===== src/rtl/cap_timer_pkg.sv =====
package cap_timer_pkg;

    typedef enum logic [1:0] {
        EDGE_RISE     = 2'd0,
        EDGE_FALL     = 2'd1,
        EDGE_BOTH     = 2'd2,
        EDGE_BOTH_ALT = 2'd3
    } edge_sel_e;

    typedef enum logic {
        ST_HALT  = 1'b0,
        ST_COUNT = 1'b1
    } run_state_e;

    localparam int ADDR_W = 3;

    localparam logic [ADDR_W-1:0] ADR_CTRL = 3'd0;
    localparam logic [ADDR_W-1:0] ADR_STAT = 3'd1;
    localparam logic [ADDR_W-1:0] ADR_CNT  = 3'd2;
    localparam logic [ADDR_W-1:0] ADR_CAPA = 3'd3;
    localparam logic [ADDR_W-1:0] ADR_BUFC = 3'd4;

    localparam int CTRL_W      = 7;
    localparam int CB_START    = 0;
    localparam int CB_CLR      = 1;
    localparam int CB_BUF      = 2;
    localparam int CB_CNT_EDGE = 3;
    localparam int CB_CAP_EDGE = 5;

    localparam int SB_CAP = 0;
    localparam int SB_OVF = 1;

endpackage


===== src/rtl/cap_timer_edge.sv =====
module cap_timer_edge
    import cap_timer_pkg::*;
#(
    parameter int SYNC_STAGES = 2
) (
    input  logic      clk,
    input  logic      rst_n,
    input  logic      pin_i,
    input  edge_sel_e sel_i,
    output logic      pulse_o
);

    logic [SYNC_STAGES-1:0] sync_q;
    logic                   prev_q;
    logic                   now_s;
    logic                   rise_s;
    logic                   fall_s;

    always_ff @(posedge clk or negedge rst_n) begin
        if (!rst_n) begin
            sync_q <= '0;
            prev_q <= 1'b0;
        end else begin
            sync_q <= {sync_q[SYNC_STAGES-2:0], pin_i};
            prev_q <= sync_q[SYNC_STAGES-1];
        end
    end

    assign now_s  = sync_q[SYNC_STAGES-1];
    assign rise_s = now_s & ~prev_q;
    assign fall_s = ~now_s & prev_q;

    always_comb begin
        unique case (sel_i)
            EDGE_RISE: pulse_o = rise_s;
            EDGE_FALL: pulse_o = fall_s;
            default:   pulse_o = rise_s | fall_s;
        endcase
    end

endmodule


===== src/rtl/cap_timer_core.sv =====
module cap_timer_core #(
    parameter int W = 16
) (
    input  logic         clk,
    input  logic         rst_n,
    input  logic         run_i,
    input  logic         cnt_ev_i,
    input  logic         cap_ev_i,
    input  logic         clr_mode_i,
    input  logic         buf_en_i,
    input  logic         cnt_wr_i,
    input  logic         stat_wr_i,
    input  logic [W-1:0] wr_data_i,
    output logic [W-1:0] count_o,
    output logic [W-1:0] reg_a_o,
    output logic [W-1:0] reg_c_o,
    output logic         cap_flag_o,
    output logic         ovf_flag_o
);

    localparam logic [W-1:0] CNT_MAX = {W{1'b1}};

    logic do_cap;
    logic do_cnt;
    logic wrap;
    logic clr_cap_req;
    logic clr_ovf_req;

    assign do_cap      = run_i & cap_ev_i;
    assign do_cnt      = run_i & cnt_ev_i;
    assign wrap        = do_cnt & (count_o == CNT_MAX) & ~cnt_wr_i;
    assign clr_cap_req = stat_wr_i & ~wr_data_i[0];
    assign clr_ovf_req = stat_wr_i & ~wr_data_i[1];

    always_ff @(posedge clk or negedge rst_n) begin
        if (!rst_n) begin
            count_o <= '0;
        end else if (cnt_wr_i) begin
            count_o <= wr_data_i;
        end else if (do_cap && clr_mode_i) begin
            count_o <= '0;
        end else if (do_cnt) begin
            count_o <= count_o + 1'b1;
        end
    end

    always_ff @(posedge clk or negedge rst_n) begin
        if (!rst_n) begin
            reg_a_o <= '0;
            reg_c_o <= '0;
        end else if (do_cap) begin
            reg_a_o <= count_o;
            if (buf_en_i) begin
                reg_c_o <= reg_a_o;
            end
        end
    end

    always_ff @(posedge clk or negedge rst_n) begin
        if (!rst_n) begin
            cap_flag_o <= 1'b0;
            ovf_flag_o <= 1'b0;
        end else begin
            cap_flag_o <= do_cap | (cap_flag_o & ~clr_cap_req);
            ovf_flag_o <= wrap   | (ovf_flag_o & ~clr_ovf_req);
        end
    end

    AST_HALT_FREEZES: assert property (@(posedge clk) disable iff (!rst_n)
        !run_i && !cnt_wr_i |=> $stable(count_o) && $stable(reg_a_o));
    AST_CAPTURE_FLAGS: assert property (@(posedge clk) disable iff (!rst_n)
        run_i && cap_ev_i |=> cap_flag_o);
    AST_CLEAR_ON_CAPTURE: assert property (@(posedge clk) disable iff (!rst_n)
        run_i && cap_ev_i && clr_mode_i && !cnt_wr_i |=> count_o == '0);
    AST_BUFFER_SHIFT: assert property (@(posedge clk) disable iff (!rst_n)
        run_i && cap_ev_i && buf_en_i |=> reg_c_o == $past(reg_a_o));
    AST_BUFFER_HOLD: assert property (@(posedge clk) disable iff (!rst_n)
        !buf_en_i |=> $stable(reg_c_o));
    AST_WRAP_SETS_OVF: assert property (@(posedge clk) disable iff (!rst_n)
        run_i && cnt_ev_i && count_o == CNT_MAX && !cnt_wr_i |=> ovf_flag_o && count_o == '0);
    AST_FLAG_STICKY: assert property (@(posedge clk) disable iff (!rst_n)
        cap_flag_o && !(stat_wr_i && !wr_data_i[0]) |=> cap_flag_o);
    AST_LOAD_WINS: assert property (@(posedge clk) disable iff (!rst_n)
        cnt_wr_i |=> count_o == $past(wr_data_i));

endmodule


===== src/rtl/cap_timer.sv =====
module cap_timer
    import cap_timer_pkg::*;
#(
    parameter int W           = 16,
    parameter int SYNC_STAGES = 2
) (
    input  logic              clk,
    input  logic              rst_n,
    input  logic              wr_en,
    input  logic [ADDR_W-1:0] wr_addr,
    input  logic [W-1:0]      wr_data,
    input  logic [ADDR_W-1:0] rd_addr,
    output logic [W-1:0]      rd_data,
    input  logic              cnt_pin,
    input  logic              cap_pin
);

    localparam int NUM_PINS = 2;

    logic [CTRL_W-1:0]   ctrl_q;
    run_state_e          state_q;
    run_state_e          state_d;
    logic                run;
    logic [NUM_PINS-1:0] pins;
    logic [NUM_PINS-1:0] pulses;
    edge_sel_e           sels [NUM_PINS];
    logic                cnt_wr;
    logic                stat_wr;
    logic [W-1:0]        count;
    logic [W-1:0]        reg_a;
    logic [W-1:0]        reg_c;
    logic                cap_flag;
    logic                ovf_flag;

    always_ff @(posedge clk or negedge rst_n) begin
        if (!rst_n) begin
            ctrl_q <= '0;
        end else if (wr_en && wr_addr == ADR_CTRL) begin
            ctrl_q <= wr_data[CTRL_W-1:0];
        end
    end

    // Sequencer: GO (ST_HALT -> ST_COUNT) and STOP (ST_COUNT -> ST_HALT)
    always_comb begin
        state_d = state_q;
        unique case (state_q)
            ST_HALT:  if (ctrl_q[CB_START])  state_d = ST_COUNT;
            ST_COUNT: if (!ctrl_q[CB_START]) state_d = ST_HALT;
        endcase
    end

    always_ff @(posedge clk or negedge rst_n) begin
        if (!rst_n) begin
            state_q <= ST_HALT;
        end else begin
            state_q <= state_d;
        end
    end

    always_comb begin
        unique case (state_q)
            ST_HALT:  run = 1'b0;
            ST_COUNT: run = 1'b1;
        endcase
    end

    assign pins    = {cap_pin, cnt_pin};
    assign sels[0] = edge_sel_e'(ctrl_q[CB_CNT_EDGE +: 2]);
    assign sels[1] = edge_sel_e'(ctrl_q[CB_CAP_EDGE +: 2]);

    for (genvar g = 0; g < NUM_PINS; g++) begin : g_pin
        cap_timer_edge #(
            .SYNC_STAGES(SYNC_STAGES)
        ) i_edge (
            .clk    (clk),
            .rst_n  (rst_n),
            .pin_i  (pins[g]),
            .sel_i  (sels[g]),
            .pulse_o(pulses[g])
        );
    end

    assign cnt_wr  = wr_en && (wr_addr == ADR_CNT);
    assign stat_wr = wr_en && (wr_addr == ADR_STAT);

    cap_timer_core #(
        .W(W)
    ) i_core (
        .clk       (clk),
        .rst_n     (rst_n),
        .run_i     (run),
        .cnt_ev_i  (pulses[0]),
        .cap_ev_i  (pulses[1]),
        .clr_mode_i(ctrl_q[CB_CLR]),
        .buf_en_i  (ctrl_q[CB_BUF]),
        .cnt_wr_i  (cnt_wr),
        .stat_wr_i (stat_wr),
        .wr_data_i (wr_data),
        .count_o   (count),
        .reg_a_o   (reg_a),
        .reg_c_o   (reg_c),
        .cap_flag_o(cap_flag),
        .ovf_flag_o(ovf_flag)
    );

    always_comb begin
        rd_data = '0;
        case (rd_addr)
            ADR_CTRL: rd_data[CTRL_W-1:0] = ctrl_q;
            ADR_STAT: begin
                rd_data[SB_CAP] = cap_flag;
                rd_data[SB_OVF] = ovf_flag;
            end
            ADR_CNT:  rd_data = count;
            ADR_CAPA: rd_data = reg_a;
            ADR_BUFC: rd_data = reg_c;
            default:  rd_data = '0;
        endcase
    end

    AST_RUN_TRACKS_START: assert property (@(posedge clk) disable iff (!rst_n)
        $rose(ctrl_q[CB_START]) |=> run);
    AST_UNMAPPED_ZERO: assert property (@(posedge clk) disable iff (!rst_n)
        rd_addr > ADR_BUFC |-> rd_data == '0);

endmodule


===== config.mk =====
export PLATFORM = sky130hd
export DESIGN_NAME = cap_timer
export DESIGN_NICKNAME = d
export VERILOG_FILES = /design/src/rtl/cap_timer_pkg.sv /design/src/rtl/cap_timer_edge.sv /design/src/rtl/cap_timer_core.sv /design/src/rtl/cap_timer.sv
export SDC_FILE = /design/constraint.sdc
export NUM_CORES = 1
export LEC_CHECK = 0
export ABC_AREA = 1
export CAP_MARGIN = 25
export CORE_UTILIZATION = 40
export CTS_CLUSTER_DIAMETER = 200
export DETAILED_ROUTE_END_ITERATION = 8
export RECOVER_POWER = 25
export SLEW_MARGIN = 20
export SYNTH_ARGS = -nofsm -noshare
export SYNTH_HDL_FRONTEND = slang
export SYNTH_SLANG_ARGS = --single-unit

===== constraint.sdc =====
create_clock -name clk -period 1.7 [get_ports clk]
set_input_delay 0.425 -clock clk [delete_from_list [all_inputs] [get_ports clk]]
set_output_delay 0.425 -clock clk [all_outputs]
set_load 0.03 [all_outputs]

After elaboration in Yosys (flattened, before gate mapping)
Cells that the tools add are included.
{ "classes": {"magnitude_cmp": 0, "n_shift": 0, "mul": 0, "muxes": 10, "add_sub_neg": 1, "bitwise_logic": 26, "n_reduce_logical": 10, "n_div": 0, "n_eq_ne": 9} }
{ "op_table": {"columns": ["operator", "count"], "rows": [
  ["16-bit 2-to-1 mux", 3],
  ["9-bit one-hot mux with 3 select lines", 1],
  ["5-bit one-hot mux with 4 select lines", 1],
  ["16-bit by 1-bit adder with 16-bit output, second input constant", 1],
  ["16-bit == test, second input constant", 1],
  ["1-bit AND", 12],
  ["1-bit NOT", 10],
  ["2-bit one-hot mux with 5 select lines", 1],
  ["3-bit by 2-bit == test with 1-bit output, second input constant", 3],
  ["3-bit by 1-bit == test with 1-bit output, second input constant", 2],
  ["3-bit zero test", 2],
  ["1-bit one-hot mux with 2 select lines", 3],
  ["2-bit by 1-bit == test with 1-bit output, second input constant", 2],
  ["1-bit logical AND", 4],
  ["2-bit zero test", 2],
  ["1-bit bitwise OR", 4],
  ["3-bit == test, second input constant", 1],
  ["3-bit nonzero test", 1],
  ["2-bit AND reduction", 1],
  ["1-bit 2-to-1 mux", 1]
]} }
{ "word_totals": {"word_cells": 67, "n_memories": 0, "mem_bits_rw": 0, "in_bits": 27, "out_inout_bits": 16, "latch_bits": 0, "rom_bits": 0, "register_bits": 64} }

Longest topological paths before layout
Gate-level depths: netlist of run 1.
{ "depth": {"depth_word": 8, "depth_mapped": 12, "mapped_depth_nobuf": 11} }

By module
Synthesis of run 1 repeated with hierarchy kept, for this count alone.
{ "hier_totals": {"cells_unflattened": 451, "hier_area_um2": 3707.3} }
{ "by_module_without_submodules": {"columns": ["mod", "cells_per_inst", "area_each_um2", "seq_area_each_um2", "n_inst"], "rows": [
  ["cap_timer_core", 273, 2590.0, 1251.2, 1],
  ["cap_timer", 150, 844.6, 200.2, 1],
  ["cap_timer_edge", 14, 136.4, 75.1, 2]
]} }

Least setup slack after synthesis of run 1
No wires, ideal clock.
{ "synth_timing": {"path_kind": "in2out", "start": "input port rd_addr[2]", "end": "output port rd_data[2]", "arrival_ns": 1.434, "path_slack_ns": -0.159, "path_stages": 4, "cell_sequence": "inv_1 -> nand3_1 -> buf_2 -> o2111ai_1"} }
{ "synth_between": {"elab_chain_cells": 2} }
{ "synth_lines": {"columns": ["item", "line_no", "rtl"], "rows": [
  ["start, declared", "cap_timer.sv:12", "input logic [ADDR_W-1:0] rd_addr,"],
  ["3-bit == test (tied with other cells)", "cap_timer.sv:108", "case (rd_addr)"],
  ["5-bit one-hot mux with 4 select lines (*)", "cap_timer.sv:108", null],
  ["end, declared", "cap_timer.sv:13", "output logic [W-1:0] rd_data,"]
]} }
Every way passes the cells marked *; elsewhere a longest branch is shown, timed or not.

Worst setup path in the final report of run 1
{ "layout_timing": {"start": "input port rd_addr[1]", "end": "output port rd_data[12]"} }
{ "layout_between": {"elab_chain_cells": 2} }
{ "layout_lines": {"columns": ["item", "line_no"], "rows": [
  ["3-bit == test or 3-bit by 2-bit == test with 1-bit output (tied branches)", "cap_timer.sv:108"],
  ["9-bit one-hot mux with 3 select lines (*)", "cap_timer.sv:108"]
]} }
Marked as above.

==> results of run 1 <==
## cell families (layout without fill, tap and decap cells)
family                   count (synthesis)  count (layout)  synth area share [%]
multiplexers                             1               1                 0.327
flip-flops                              64              64                  46.5
buffers and inverters                   81             165                  9.99
XOR/XNOR                                 7               7                  1.78
adder cells (fa/ha/maj)                  5               5                  1.82
AO/OA/AOI/OAI                           79              79                  13.3
AND/OR/NAND/NOR                        210             211                  26.3
## layout make-up
cell class / count / area [um^2] / area share [%]
sequential: 64 / 1610 / 32.7
tap: 105 / 131 / 2.67
inverter: 65 / 259 / 5.26
clock buffer: 10 / 138 / 2.79
multi-input combinational: 303 / 1840 / 37.3
timing repair buffer: 84 / 915 / 18.6
clock inverter: 6 / 35.0 / 0.711
## per-layer routing
| layer | GRT usage (%) | part of all wire, % | vias to the layer above |
|---|---|---|---|
| met3 | 3.14 | 3.5 | 10 |
| met4 | 8.96 | 1.3 | 0 |
| li1 | - | - | 1590 |
| met2 | 34.8 | 48 | 65 |
| met5 | 0 | 0 | - |
| met1 | 32.1 | 47 | 1502 |
## flip-flops by register name (all words and copies together) (netlist names)
register / flops
g_pin.i_edge.sync_q: 4
i_core.reg_a_o: 16
i_core.ovf_flag_o: 1
i_core.cap_flag_o: 1
i_core.reg_c_o: 16
ctrl_q: 7
state_q: 1
g_pin.i_edge.prev_q: 2
i_core.count_o: 16
## layout by cell type, fill, tap and decap left out, drive strengths merged, types with 4 or more instances in the layout
cell	netlist	routed
nand2	144	144
inv	65	65
dfrtp	64	64
buf	14	60
o21ai	50	50
nor2	38	38
nand3	23	24
clkdlybuf4s50	0	22
clkbuf	2	12
a21oi	12	12
o221ai	9	9
nand4	5	5
ha	5	5
xor2	5	5
clkinv	0	4
o2111ai	4	4
## worst register-to-register path: stages (launching register included)
cell and delay, ps:
dfrtp_1 410, ha_1 310, a21oi_2 210, nand3_4 150
nand2_4 140, buf_8 150, nor2_4 40, nor2_2 100
nor2_1 50
## per-stage QoR
stage | setup slack, ps | util [%]
2_1_floorplan | -159 | -
3_3_place_gp | -534 | 49.6
3_5_place_dp | -597 | 49.6
4_1_cts | -94.7 | 56.4
5_1_grt | -96.7 | 59.7
6_report | -40.7 | 59.7
## power by group
part | internal [mW] | leakage (nW) | total [mW] | switching, mW
registers | 2.09 | 0.783 | 2.61 | 0.524
logic | 1.10 | 1.50 | 2.53 | 1.42
clock network | 0.558 | 0.0878 | 1.18 | 0.624
total | 3.75 | 2.37 | 6.32 | 2.57
## synthesized netlist by cell type (all sizes together)
library cell    n
nand2         144
inv            65
dfrtp          64
o21ai          50
nor2           38
nand3          23
buf            14
a21oi          12
o221ai          9
ha              5
nand4           5
xor2            5
o2111ai         4
o22ai           3
clkbuf          2
xnor2           2
a211oi          1
mux2            1
## final timing paths
kind / from / endpoint / slack, ps / cells after the start
worst max register to register: g_pin[1].i_edge.sync_q[1] / i_core.count_o[8] / 30 / 8
worst min register to register: g_pin[1].i_edge.sync_q[0] / g_pin[1].i_edge.sync_q[1] / 350 / 0
max in group asynchronous: rst_n / i_core.count_o[4] / 770 / 2
min in group clk: g_pin[1].i_edge.sync_q[0] / g_pin[1].i_edge.sync_q[1] / 350 / 0
worst min-delay path: rst_n / g_pin[0].i_edge.sync_q[0] / 290 / 2
worst max-delay path: rd_addr[1] / rd_data[12] / -40 / 9
## repair_timing
action / CTS / global route
resized for setup: 76 / 66
pin swaps: 10 / 19
gates cloned: 2 / 2
buffers inserted: 10 / 8
endpoints found under the setup margin: 16 / 32
==> flow_summary.ini, run 1 <==
[outcome]
status = finished, violations left
violations = negative setup slack

[synthesis]
synth_area_leaders = dfrtp_1 47%, nand2_1 15%, inv_1 6.9%, o21ai_0 5.1%, nor2_1 3.6%
yosysUniqueCellTypes = 29
synth_cells = 447
ys_seq_area_share_pct = 46.5
yosys_warnings = 0
synth_top_area_share_pct = 46.5
syn_area_um2 = 3440
synth_top_cell_by_area = dfrtp_1
synth_nets = 479
synth-seq-cells = 64
avgSynthCellArea_um2 = 7.70

[timing]
hold-worst-slack_ps = 293
fin_setup_tns_ps = -243
maxSlewViolCount = 0
relSlewSlack_pct = 41.1
hold_viol_final = 0
period_needed_ps = 1740
clock_skew_ps = 9.54
fin_crit_sh_pct = 102
setup_viol = 8
rsz0062_at_grt = yes
fin_ws_ps = -40.7
max_freq_ghz = 0.574
tightest_slew_ps = 884

[place]
portBuffers = 42
dp.final_hpwl_mm = 6.08
postPlaceCellArea_um2 = 4100
place_inst = 601
gp_congestion = 0.851

[cells_and_area]
layout.cells.non_filler = 637
drive_gt1_share_pct = 29.9
areaGrowthSynthToFinish_pct = 43.1
design_area_um2 = 4930
antennaDiodeCount = 0
nNetsFinal = 559
nFillCells = 736

[worst_setup_path]
cp_slowest_cell = buf_6
cpPeakStageDelay_ps = 160
end_kind = output port
path_buf_inv = 5
cp-start-kind = primary input
cp.arrival_ps = 1320
critPathMostFrequentCell = buf_12
critPathKind = in2out
required_ps = 1270
crit_path_cell_trace = buf_12 -> nor2_4 -> nand2_2 -> inv_4 -> buf_12 -> buf_8 -> nand2_4 -> o221ai_4 -> buf_6
cp_max_fo = 5
critPathTopFamily = buffers and inverters

[floorplanning]
die_h_um = 94.8
die_w_um = 94.8
rows = 33
dieArea_um2 = 8980
core_um2 = 8260
ios = 43
initial_utilization_pct = 41.7

[pwr]
max-vdd-ir-drop_mv = 0.503
fin_total_pwr_mw = 6.32
power_leakage_nw = 2.37
power_density_nw_per_um2 = 1280

[grt]
grt_use_total_pct = 22.6
antenna_found_initial = 0
grt_max_degree = 65
grt_pass1_vias = 3059
gr-total-overflow = 0
grt_pass1_wl_mm = 15.2

[detailed_routing]
postRouteAntennaNets = 0
wl_per_cell_um = 14.5
vias = 3167
route.detailed.vias_per_inst = 4.97
dr.pass1.iters = 4
first_iter_violations = 187
drc = 0
wl_mm = 9.27

[clock_network]
cts_num_sinks = 64
worstSkewPairLatency_ps = 350
cts_buffer_depth = 2
root_buffer = clkbuf_8
cts_inserted_buffers = 9
ctsHoldBuffers = 0
clkSlewWorstSetupHoldPaths_ps = 70
tritoncts = built
ctsHtreeMaxLevel = 3

[min_path]
min_path_type = in2async

[flow_run]
maxCapViolCount = 0
Note: power is estimated with default switching activity, not from simulation.
==> inputs of run 2 (changes only) <==
--- a/config.mk
+++ b/config.mk
@@ -9,6 +9,7 @@
 export CAP_MARGIN = 25
 export CORE_UTILIZATION = 40
 export CTS_CLUSTER_DIAMETER = 200
+export CTS_CLUSTER_SIZE = 14
 export DETAILED_ROUTE_END_ITERATION = 8
 export RECOVER_POWER = 25
 export SLEW_MARGIN = 20
==> results of run 2 <==
Same layout as run 1: the final DEF is identical, and so are final timing and power.
